$ cat src/rtl/fir_pkg.sv
package fir_pkg;

  // width of an index able to address n entries (at least 1 bit)
  function automatic int addr_bits(input int n);
    return (n <= 2) ? 1 : $clog2(n);
  endfunction

  function automatic int seg_len(input int g, input int len_a, input int len_b);
    return (g == 0) ? len_a : len_b;
  endfunction

  function automatic int seg_base(input int g, input int len_a);
    return (g == 0) ? 0 : len_a;
  endfunction

endpackage

$ cat src/rtl/fir_coef_bank.sv
module fir_coef_bank #(
  parameter int LEN      = 7,
  parameter int CW       = 16,
  parameter int AW       = 3,
  parameter int RW       = 3,
  parameter int REG_READ = 0
) (
  input  logic                 clk,
  input  logic                 rst_n,
  input  logic                 we,
  input  logic [AW-1:0]        waddr,
  input  logic signed [CW-1:0] wdata,
  input  logic                 wbank,
  input  logic                 rbank,
  input  logic [RW-1:0]        raddr,
  output logic signed [CW-1:0] rdata
);

  logic signed [CW-1:0] mem [2][LEN];
  logic signed [CW-1:0] rd_now;
  logic                 rd_ok;

  always_ff @(posedge clk) begin
    if (!rst_n) begin
      for (int b = 0; b < 2; b++)
        for (int i = 0; i < LEN; i++)
          mem[b][i] <= '0;
    end else if (we) begin
      mem[wbank][waddr] <= wdata;
    end
  end

  // write index is decoded upstream; it must stay inside this segment
  p_wr_range_r5: assert property (@(posedge clk) disable iff (!rst_n)
    we |-> (int'(waddr) < LEN));

  assign rd_ok  = int'(raddr) < LEN;
  assign rd_now = rd_ok ? mem[rbank][AW'(raddr)] : '0;

  generate
    if (REG_READ != 0) begin : g_sync_rd
      always_ff @(posedge clk) begin
        if (!rst_n) rdata <= '0;
        else        rdata <= rd_now;
      end
    end else begin : g_comb_rd
      assign rdata = rd_now;
    end
  endgenerate

endmodule

$ cat src/rtl/fir_seg_mac.sv
module fir_seg_mac #(
  parameter int PAIRW = 17,
  parameter int CW    = 16,
  parameter int OW    = 37
) (
  input  logic                    clk,
  input  logic                    rst_n,
  input  logic                    en,
  input  logic                    first,
  input  logic signed [PAIRW-1:0] pair,
  input  logic signed [CW-1:0]    coef,
  output logic signed [OW-1:0]    acc
);

  function automatic logic signed [OW-1:0] mac_next(
    input logic signed [OW-1:0]    a,
    input logic signed [PAIRW-1:0] p,
    input logic signed [CW-1:0]    c,
    input logic                    clr
  );
    logic signed [PAIRW+CW-1:0] prod;
    prod = p * c;
    return (clr ? OW'(0) : a) + OW'(prod);
  endfunction

  always_ff @(posedge clk) begin
    if (!rst_n)  acc <= '0;
    else if (en) acc <= mac_next(acc, pair, coef, first);
  end

endmodule

$ cat src/rtl/fir_commit_ctrl.sv
module fir_commit_ctrl #(
  parameter int P  = 7,
  parameter int PW = 3
) (
  input  logic          clk,
  input  logic          rst_n,
  input  logic          done_in,
  input  logic          smp_valid,
  input  logic          run,
  input  logic [PW-1:0] ph,
  output logic          bank_sel
);

  logic done_q, pending, armed;
  logic done_rise, arm_evt;

  assign done_rise = done_in && !done_q;
  // decision point: last-but-one phase of a window, or any idle cycle
  assign arm_evt   = pending && (!run || (ph == PW'(P - 2)));

  always_ff @(posedge clk) begin
    if (!rst_n) begin
      done_q   <= 1'b0;
      pending  <= 1'b0;
      armed    <= 1'b0;
      bank_sel <= 1'b0;
    end else begin
      done_q <= done_in;
      if (done_rise)    pending <= 1'b1;
      else if (arm_evt) pending <= 1'b0;
      if (arm_evt)        armed <= 1'b1;
      else if (smp_valid) armed <= 1'b0;
      if (smp_valid && armed) bank_sel <= ~bank_sel;
    end
  end

  p_flip_on_sample_r6: assert property (@(posedge clk) disable iff (!rst_n)
    !$stable(bank_sel) |-> $past(smp_valid));

  p_flip_needs_arm_r7: assert property (@(posedge clk) disable iff (!rst_n)
    (smp_valid && !armed) |=> $stable(bank_sel));

  p_arm_consumes_r8: assert property (@(posedge clk) disable iff (!rst_n)
    arm_evt |=> (!pending || $past(done_rise)));

endmodule

$ cat src/rtl/antisym_serial_fir.sv
module antisym_serial_fir
  import fir_pkg::*;
#(
  parameter int DW       = 16,
  parameter int CW       = 16,
  parameter int NTAPS    = 23,
  parameter int SEG_A    = 7,
  parameter int SEG_B    = 4,
  parameter int REG_READ = 0
) (
  input  logic                                          clk,
  input  logic                                          rst_n,
  input  logic                                          smp_valid,
  input  logic signed [DW-1:0]                          smp_data,
  input  logic                                          cf_wr_en,
  input  logic [addr_bits(NTAPS/2)-1:0]                 cf_wr_addr,
  input  logic signed [CW-1:0]                          cf_wr_data,
  input  logic                                          cf_wr_done,
  output logic signed [DW+CW+1+addr_bits(NTAPS/2)-1:0]  y_out
);

  localparam int NC    = NTAPS / 2;
  localparam int NSEG  = 2;
  localparam int P     = (SEG_A > SEG_B) ? SEG_A : SEG_B;
  localparam int PW    = addr_bits(P);
  localparam int AWD   = addr_bits(NC);
  localparam int OW    = DW + CW + 1 + AWD;
  localparam int PAIRW = DW + 1;

  function automatic logic signed [PAIRW-1:0] pair_diff(
    input logic signed [DW-1:0] a,
    input logic signed [DW-1:0] b
  );
    return $signed({a[DW-1], a}) - $signed({b[DW-1], b});
  endfunction

  // ---------------- sample delay line ----------------
  logic signed [DW-1:0] taps [NTAPS];

  always_ff @(posedge clk) begin
    if (!rst_n) begin
      for (int i = 0; i < NTAPS; i++) taps[i] <= '0;
    end else if (smp_valid) begin
      taps[0] <= smp_data;
      for (int i = 1; i < NTAPS; i++) taps[i] <= taps[i-1];
    end
  end

  // ---------------- phase sequencer ----------------
  logic [PW-1:0] ph;
  logic          run;
  logic          last0;

  always_ff @(posedge clk) begin
    if (!rst_n) begin
      ph  <= '0;
      run <= 1'b0;
    end else if (smp_valid) begin
      ph  <= '0;
      run <= 1'b1;
    end else if (run) begin
      if (ph == PW'(P - 1)) run <= 1'b0;
      else                  ph  <= ph + 1'b1;
    end
  end

  assign last0 = run && (ph == PW'(P - 1));

  p_ph_range_r2: assert property (@(posedge clk) disable iff (!rst_n)
    int'(ph) < P);

  p_run_stop_r2: assert property (@(posedge clk) disable iff (!rst_n)
    (run && (ph == PW'(P - 1)) && !smp_valid) |=> !run);

  // ---------------- commit control ----------------
  logic bank_sel;

  fir_commit_ctrl #(.P(P), .PW(PW)) u_commit (
    .clk       (clk),
    .rst_n     (rst_n),
    .done_in   (cf_wr_done),
    .smp_valid (smp_valid),
    .run       (run),
    .ph        (ph),
    .bank_sel  (bank_sel)
  );

  // ---------------- segments ----------------
  logic signed [OW-1:0] acc [NSEG];

  generate
    for (genvar g = 0; g < NSEG; g++) begin : g_seg
      localparam int LEN  = seg_len(g, SEG_A, SEG_B);
      localparam int BASE = seg_base(g, SEG_A);
      localparam int LAW  = addr_bits(LEN);

      logic                    hit;
      logic [LAW-1:0]          lad;
      logic signed [CW-1:0]    coef;
      logic signed [PAIRW-1:0] pair0, pair_e;
      logic                    en0, first0, en_e, first_e;

      assign hit = cf_wr_en && (int'(cf_wr_addr) >= BASE) &&
                   (int'(cf_wr_addr) < BASE + LEN);
      assign lad = LAW'(int'(cf_wr_addr) - BASE);

      fir_coef_bank #(
        .LEN(LEN), .CW(CW), .AW(LAW), .RW(PW), .REG_READ(REG_READ)
      ) u_bank (
        .clk   (clk),
        .rst_n (rst_n),
        .we    (hit),
        .waddr (lad),
        .wdata (cf_wr_data),
        .wbank (~bank_sel),
        .rbank (bank_sel),
        .raddr (ph),
        .rdata (coef)
      );

      always_comb begin
        pair0 = '0;
        for (int t = 0; t < LEN; t++)
          if (int'(ph) == t)
            pair0 = pair_diff(taps[BASE + t], taps[NTAPS - 1 - BASE - t]);
      end

      assign en0    = run && (int'(ph) < LEN);
      assign first0 = (ph == '0);

      if (REG_READ != 0) begin : g_pipe
        always_ff @(posedge clk) begin
          if (!rst_n) begin
            en_e    <= 1'b0;
            first_e <= 1'b0;
            pair_e  <= '0;
          end else begin
            en_e    <= en0;
            first_e <= first0;
            pair_e  <= pair0;
          end
        end
      end else begin : g_direct
        assign en_e    = en0;
        assign first_e = first0;
        assign pair_e  = pair0;
      end

      fir_seg_mac #(.PAIRW(PAIRW), .CW(CW), .OW(OW)) u_mac (
        .clk   (clk),
        .rst_n (rst_n),
        .en    (en_e),
        .first (first_e),
        .pair  (pair_e),
        .coef  (coef),
        .acc   (acc[g])
      );
    end
  endgenerate

  // ---------------- final sum and output ----------------
  logic                 last_e, fin;
  logic signed [OW-1:0] sum_all, sum_reg;

  generate
    if (REG_READ != 0) begin : g_last_pipe
      always_ff @(posedge clk) begin
        if (!rst_n) last_e <= 1'b0;
        else        last_e <= last0;
      end
    end else begin : g_last_direct
      assign last_e = last0;
    end
  endgenerate

  always_comb begin
    sum_all = '0;
    for (int g = 0; g < NSEG; g++) sum_all = sum_all + acc[g];
  end

  always_ff @(posedge clk) begin
    if (!rst_n) begin
      fin     <= 1'b0;
      sum_reg <= '0;
      y_out   <= '0;
    end else begin
      fin <= last_e;
      if (fin)       sum_reg <= sum_all;
      if (smp_valid) y_out   <= sum_reg;
    end
  end

  p_out_hold_r3: assert property (@(posedge clk) disable iff (!rst_n)
    !$stable(y_out) |-> $past(smp_valid));

endmodule

$ cat config.mk
export PLATFORM = sky130hd
export DESIGN_NAME = antisym_serial_fir
export DESIGN_NICKNAME = d
export VERILOG_FILES = /design/src/rtl/fir_pkg.sv /design/src/rtl/fir_coef_bank.sv /design/src/rtl/fir_seg_mac.sv /design/src/rtl/fir_commit_ctrl.sv /design/src/rtl/antisym_serial_fir.sv
export SDC_FILE = /design/constraint.sdc
export NUM_CORES = 2
export LEC_CHECK = 0
export ABC_AREA = 1
export BUFFER_PORTS_ARGS = -buffer_cell sky130_fd_sc_hd__clkbuf_2
export CORE_MARGIN = 5
export CORE_UTILIZATION = 30
export DETAILED_ROUTE_END_ITERATION = 6
export GPL_TIMING_DRIVEN = 0
export PLACE_DENSITY = 0.55
export REMOVE_ABC_BUFFERS = 1
export SETUP_SLACK_MARGIN = 0.3
export SKIP_CTS_REPAIR_TIMING = 1
export SYNTH_ARGS = -nofsm -noshare
export SYNTH_HDL_FRONTEND = slang
export SYNTH_SLANG_ARGS = --single-unit
$ cat constraint.sdc
create_clock -name clk -period 10.9 [get_ports clk]
set_clock_uncertainty 0.2 [all_clocks]
set_input_delay 2.18 -clock clk [delete_from_list [all_inputs] [get_ports clk]]
set_output_delay 2.18 -clock clk [all_outputs]
set_load 0.01 [all_outputs]
# After elaboration in Yosys (flattened, before gate mapping)
# Memories as Yosys holds them, arrays and structs flattened. A register that Yosys moved wholly into a read port is not among the register bits.
# Cells that the tools add are included.
# word_totals
regBits	157
ram_bits	720
input_bits	41
memories	3
# memory_table
memory	depth	width	rd	rd_clocked_by_memory_dff	wr	line_no	source
taps	23	16	23	0	23	antisym_serial_fir.sv:38	logic signed [DW-1:0] taps [NTAPS];
g_seg[0].u_bank.mem	2	112	1	1	2	fir_coef_bank.sv:19	logic signed [CW-1:0] mem [2][LEN];
g_seg[1].u_bank.mem	2	64	1	1	2	fir_coef_bank.sv:19	
# classes
addsub	16
mul	2
n_lt_le_gt_ge	11
n_eq_ne	8
muxes	75
bitwise	30
reduce_logical	22
# op_table
op	count
16-bit two-way mux	31
112-bit two-way mux	3
64-bit two-way mux	3
17-bit two-way mux	11
16-bit by 16-bit subtractor with 17-bit output	11
112-bit OR reduction	1
37-bit by 33-bit adder with 37-bit output	2
37-bit two-way mux	2
17-bit by 16-bit multiplier with 33-bit output	2
64-bit OR reduction	1
16-bit binary-select mux with 3-bit select	1
16-bit demux with 3-bit select	1
37-bit adder	1
16-bit binary-select mux with 2-bit select	1
16-bit demux with 2-bit select	1
1-bit bitwise OR	23
1-bit two-way mux	21
3-bit equality test (second input constant)	6
1-bit logical AND	11
4-bit greater-or-equal comparator (second input constant)	2
3-bit inverter with 4-bit output	2
3-bit by 2-bit equality test with 1-bit output (second input constant)	2
3-bit greater-or-equal comparator (second input constant)	2
3-bit logical NOT	2
15 further kinds	21

# Longest topological paths before layout
# logic_depth
ltp_word	10
depth_mapped	47
mapped_depth_nobuf	47

# Cells and area by module
# A second synthesis with hierarchy kept.
# unflattened
hier_cells	9525
hier_area_um2	75671.3
# by_module_without_submodules
mod	n_inst	cells_each	area_per_inst_um2	seq_area_each_um2
antisym_serial_fir	1	3784	29473.3	12632.1
fir_seg_mac at g_seg[0].u_mac	1	1954	14625.3	740.7
fir_seg_mac at g_seg[1].u_mac	1	1936	14595.2	740.7
fir_coef_bank at g_seg[0].u_bank	1	1131	10568.9	6726.5
fir_coef_bank at g_seg[1].u_bank	1	699	6253.5	3843.7
fir_commit_ctrl	1	21	155.1	80.1

# Least setup slack after synthesis
# No wires, ideal clock.
# synth_path
kind	input -> register
start	in rst_n
end	mem taps[0][0], enable pin
setup_time_ps	2715
arrival_ps	8485
required_time_ps	7985
setup_slack_ps	-500
path_stages	2
path_cell_list	clkbuf_1 > nand2_1
# synth_lines
item	line_no	source
start: declaration	antisym_serial_fir.sv:12	input logic rst_n,
end: declaration	antisym_serial_fir.sv:38	

# Worst setup path in the final report
# layout_path
start	reg ph[0]
end	reg g_seg[0].u_mac.acc[27]
# layout_between
elab_chain_cells	10
elab_cells_between_ends	25
classes_between	1 x add/sub; 1 x mul; 1 x order compare; 6 x eq/ne; 12 x mux; 1 x bitwise; 3 x reduce/logical
# layout_rtl
item	line_no	source
start: declaration	antisym_serial_fir.sv:50	logic [PW-1:0] ph;
start signal: assignment	antisym_serial_fir.sv:63	else ph <= ph + 1'b1;
3-bit logical NOT	antisym_serial_fir.sv:124	if (int'(ph) == t)
17-bit two-way mux (7 in series)	antisym_serial_fir.sv:124	
17-bit by 16-bit multiplier with 33-bit output	fir_seg_mac.sv:22	prod = p * c;
37-bit by 33-bit adder with 37-bit output	fir_seg_mac.sv:23	return (clr ? OW'(0) : a) + OW'(prod);
end signal: assignment	fir_seg_mac.sv:28	else if (en) acc <= mac_next(acc, pair, coef, first);
end: declaration	fir_seg_mac.sv:12	output logic signed [OW-1:0] acc
# Parallel ways exist; a longest one is shown, timed or not. The select of a mux whose other input is x is not followed.
# A chain may end at the register's enable or synchronous reset.

==> impl_metrics.json <==
{
  "status": "complete, but fails checks",
  "violations": "max-capacitance violations, max-slew violations",
  "cp_max_fo": 36,
  "track_usage_pct": 17.0,
  "place_hpwl_mm": 162,
  "critPathLaunchType": "register",
  "io_pins": 78,
  "antenna_found_initial": 6,
  "drcViolationCount": 0,
  "multi_input_area_sq_um": 39000,
  "hold_viol_final": 0,
  "gr-total-overflow": 0,
  "cts_sinks": 878,
  "num_vias": 53900,
  "wl_met3_mm": 11.9,
  "reg.largest.list": "taps (368), g_seg.u_bank.mem (352), g_seg.u_mac.acc (74)",
  "synth_warnings": 0,
  "hold_class": "reg2reg",
  "synthArstFlopShare_pct": 0,
  "num-nets-final": 9191,
  "fmax_ghz": 0.0979,
  "fin_util_pct": 33.4,
  "rsz0062_at_grt": "no",
  "synth_area_per_cell_sq_um": 8.81,
  "yosysUniqueCellTypes": 74,
  "synth_top_area_share_pct": 30.4,
  "drv_slew": 8,
  "path_class": "reg2reg",
  "max_stage_delay_ps": 740,
  "die_h_um": 497,
  "via_per_inst": 4.77,
  "cts-root-buf": "clkbuf_16",
  "start_util_pct": 30.2,
  "syn_area_sq_um": 71200,
  "whs_ps": 244,
  "grt_start_max_net_pins": 107,
  "grt_pass1_vias": 55400,
  "dr_wl_met2_mm": 97.5,
  "drtIter0Drc": 4221,
  "drive_gt1_share_pct": 6.37,
  "clk_pin_slew_ps": 60,
  "cts_buffer_depth": 3,
  "min_period_over_period_pct": 93.7,
  "top_register": "taps",
  "min_period_ps": 10210,
  "synth_largest_area_cell": "edfxtp_1",
  "finalSetupViolations": 0,
  "regArea_sq_um": 24800,
  "grt_pass1_wl_mm": 331,
  "largest_register_ffs": 368,
  "yosysSeqAreaShare_pct": 34.8,
  "numCtsBuffers": 99,
  "crit_path_frequent_cell": "nand2_1",
  "gp_congestion": 0.912,
  "avgRoutedWirePerCell_um": 18.9,
  "htree_levels": 3,
  "clk_latency_ps": 800,
  "core_sq_um": 236000,
  "synth_edf_count": 720,
  "worstMarginPinSlew_ps": 1510,
  "drt-met1-wl_mm": 98.3,
  "end_kind": "register",
  "cts_tree": "done",
  "ys_dominant_reg_cell": "edfxtp_1",
  "ant_nets": 0,
  "drtPass1Iterations": 6,
  "die-area_sq_um": 247000,
  "io_buffers": 77,
  "required_ps": 11360,
  "worst_path_max_delay_cell": "dfxtp_4",
  "cap_violations": 2,
  "worstPathArrival_ps": 10670,
  "area_delta_synth_final_pct": 10.7,
  "wirelength_mm": 214,
  "dr.max_layer_used": "met5",
  "ys_ff_latch": 878,
  "maxSlewHeadroom_pct": -0.803,
  "num_rows": 178,
  "syn_inst": 8081,
  "fill_cells": 24600,
  "synth_area_leaders": "edfxtp_1 (30%), fa_1 (19%), inv_1 (8.7%)",
  "dieWidth_um": 497
}
## routing by layer
metal / track usage (%) / vias up
li1: - / 25700
met1: 23.9 / 26400
met5: 0 / -
met2: 27.6 / 1458
met3: 2.22 / 275
met4: 4.42 / 2
## layout by cell type (no fill, tap or decap), types with 13 or more instances in the layout
cell / synthesis / final
o21bai_1: 16 / 16
edfxtp_1: 720 / 720
o21ai_0: 444 / 443
a21oi_1: 513 / 513
nand2_1: 998 / 994
fa_1: 671 / 671
o21ai_2: 26 / 28
nand3_2: 17 / 17
nor3_1: 38 / 38
buf_8: 0 / 14
o21ai_1: 41 / 40
inv_1: 1654 / 1649
o221ai_1: 50 / 50
o22ai_1: 47 / 47
ha_1: 434 / 433
clkbuf_2: 1 / 76
nand4_1: 19 / 19
nand3_1: 295 / 295
dfxtp_1: 158 / 153
o31ai_1: 13 / 13
clkbuf_1: 153 / 15
nand2_2: 27 / 29
inv_2: 19 / 17
nor2_1: 1188 / 1180
o211ai_1: 53 / 53
clkbuf_16: 0 / 99
xnor2_1: 52 / 52
o21a_1: 15 / 15
nor2_2: 26 / 34
a31oi_1: 15 / 15
nand2_4: 10 / 13
xor2_1: 82 / 82
buf_16: 0 / 19
a21oi_2: 30 / 30
and2_1: 13 / 13
a21o_1: 27 / 27
clkinv_1: 5 / 21
clkinv_2: 0 / 22
## cells by family (layout without fill, tap and decap cells)
kind of cell | count (synthesis) | after routing | synth area share, %
muxes | 1 | 1 | 0.0316
buffers and inverters | 1947 | 1992 | 10.5
and+or+nand+nor | 2678 | 2679 | 15.6
AOI/OAI and AO/OA | 1337 | 1337 | 10.9
adders and majority gates | 1105 | 1105 | 26.5
DFF | 878 | 878 | 34.8
other | 0 | 3 | 0
xor gates and xnor gates | 135 | 135 | 1.67
## path summary, 6_finish.rpt
kind | startpoint | to | slack [ps] | depth (start not counted)
worst min-delay path | u_commit.done_q | u_commit.pending | 240 | 1
worst max register to register | ph[0] | g_seg[0].u_mac.acc[27] | 690 | 33
worst min register to register | u_commit.done_q | u_commit.pending | 240 | 1
worst max-delay path | ph[0] | g_seg[0].u_mac.acc[27] | 690 | 33
## worst max-delay path, delay by kind of cell, from the launching register on
kind                       cells  cell delay, ps
adders and majority gates      8            3820
buffers and inverters          6             980
xor gates and xnor gates       1             260
AOI/OAI and AO/OA              2             360
DFF                            1             740
and+or+nand+nor               16            3650
## Yosys cell counts, drive strengths merged (15+ instances only)
| cell type | n |
|---|---|
| o21ai | 513 |
| fa | 671 |
| edfxtp | 720 |
| xor2 | 83 |
| nand2 | 1036 |
| dfxtp | 158 |
| nor2 | 1217 |
| a21oi | 544 |
| o21a | 15 |
| xnor2 | 52 |
| ha | 434 |
| nand3 | 313 |
| or2 | 18 |
| nor3 | 46 |
| inv | 1674 |
| o21bai | 19 |
| o22ai | 47 |
| a31oi | 17 |
| a21o | 27 |
| buf | 114 |
| o221ai | 50 |
| clkbuf | 154 |
| o211ai | 56 |
| nand4 | 20 |
## through the flow
step	std cells	setup slack (ps)	area, sq um	setup TNS, ps
floorplan	7813	-963	70000	-359630
global placement	11000	-11950	74300	-7007040
detailed placement	11100	-338	75300	-1110
CTS	11300	-431	78600	-1850
global route	11300	307	78800	0
finish	11300	688	78800	0
## cell type report
type                       count  share of cell area, %
timing repair buffer         129                   1.72
tap                         3150                   5.00
clock buffer                 119                   3.30
antenna                        3                0.00953
sequential                   878                   31.5
clock inverter                64                  0.939
timing repair inverter         1                0.00635
inverter                    1679                   8.05
multi-input combinational   5257                   49.5
Power is left out: the tool's default activity adds up to more than one toggle a clock period on the data nets, which glitch-free logic cannot reach.
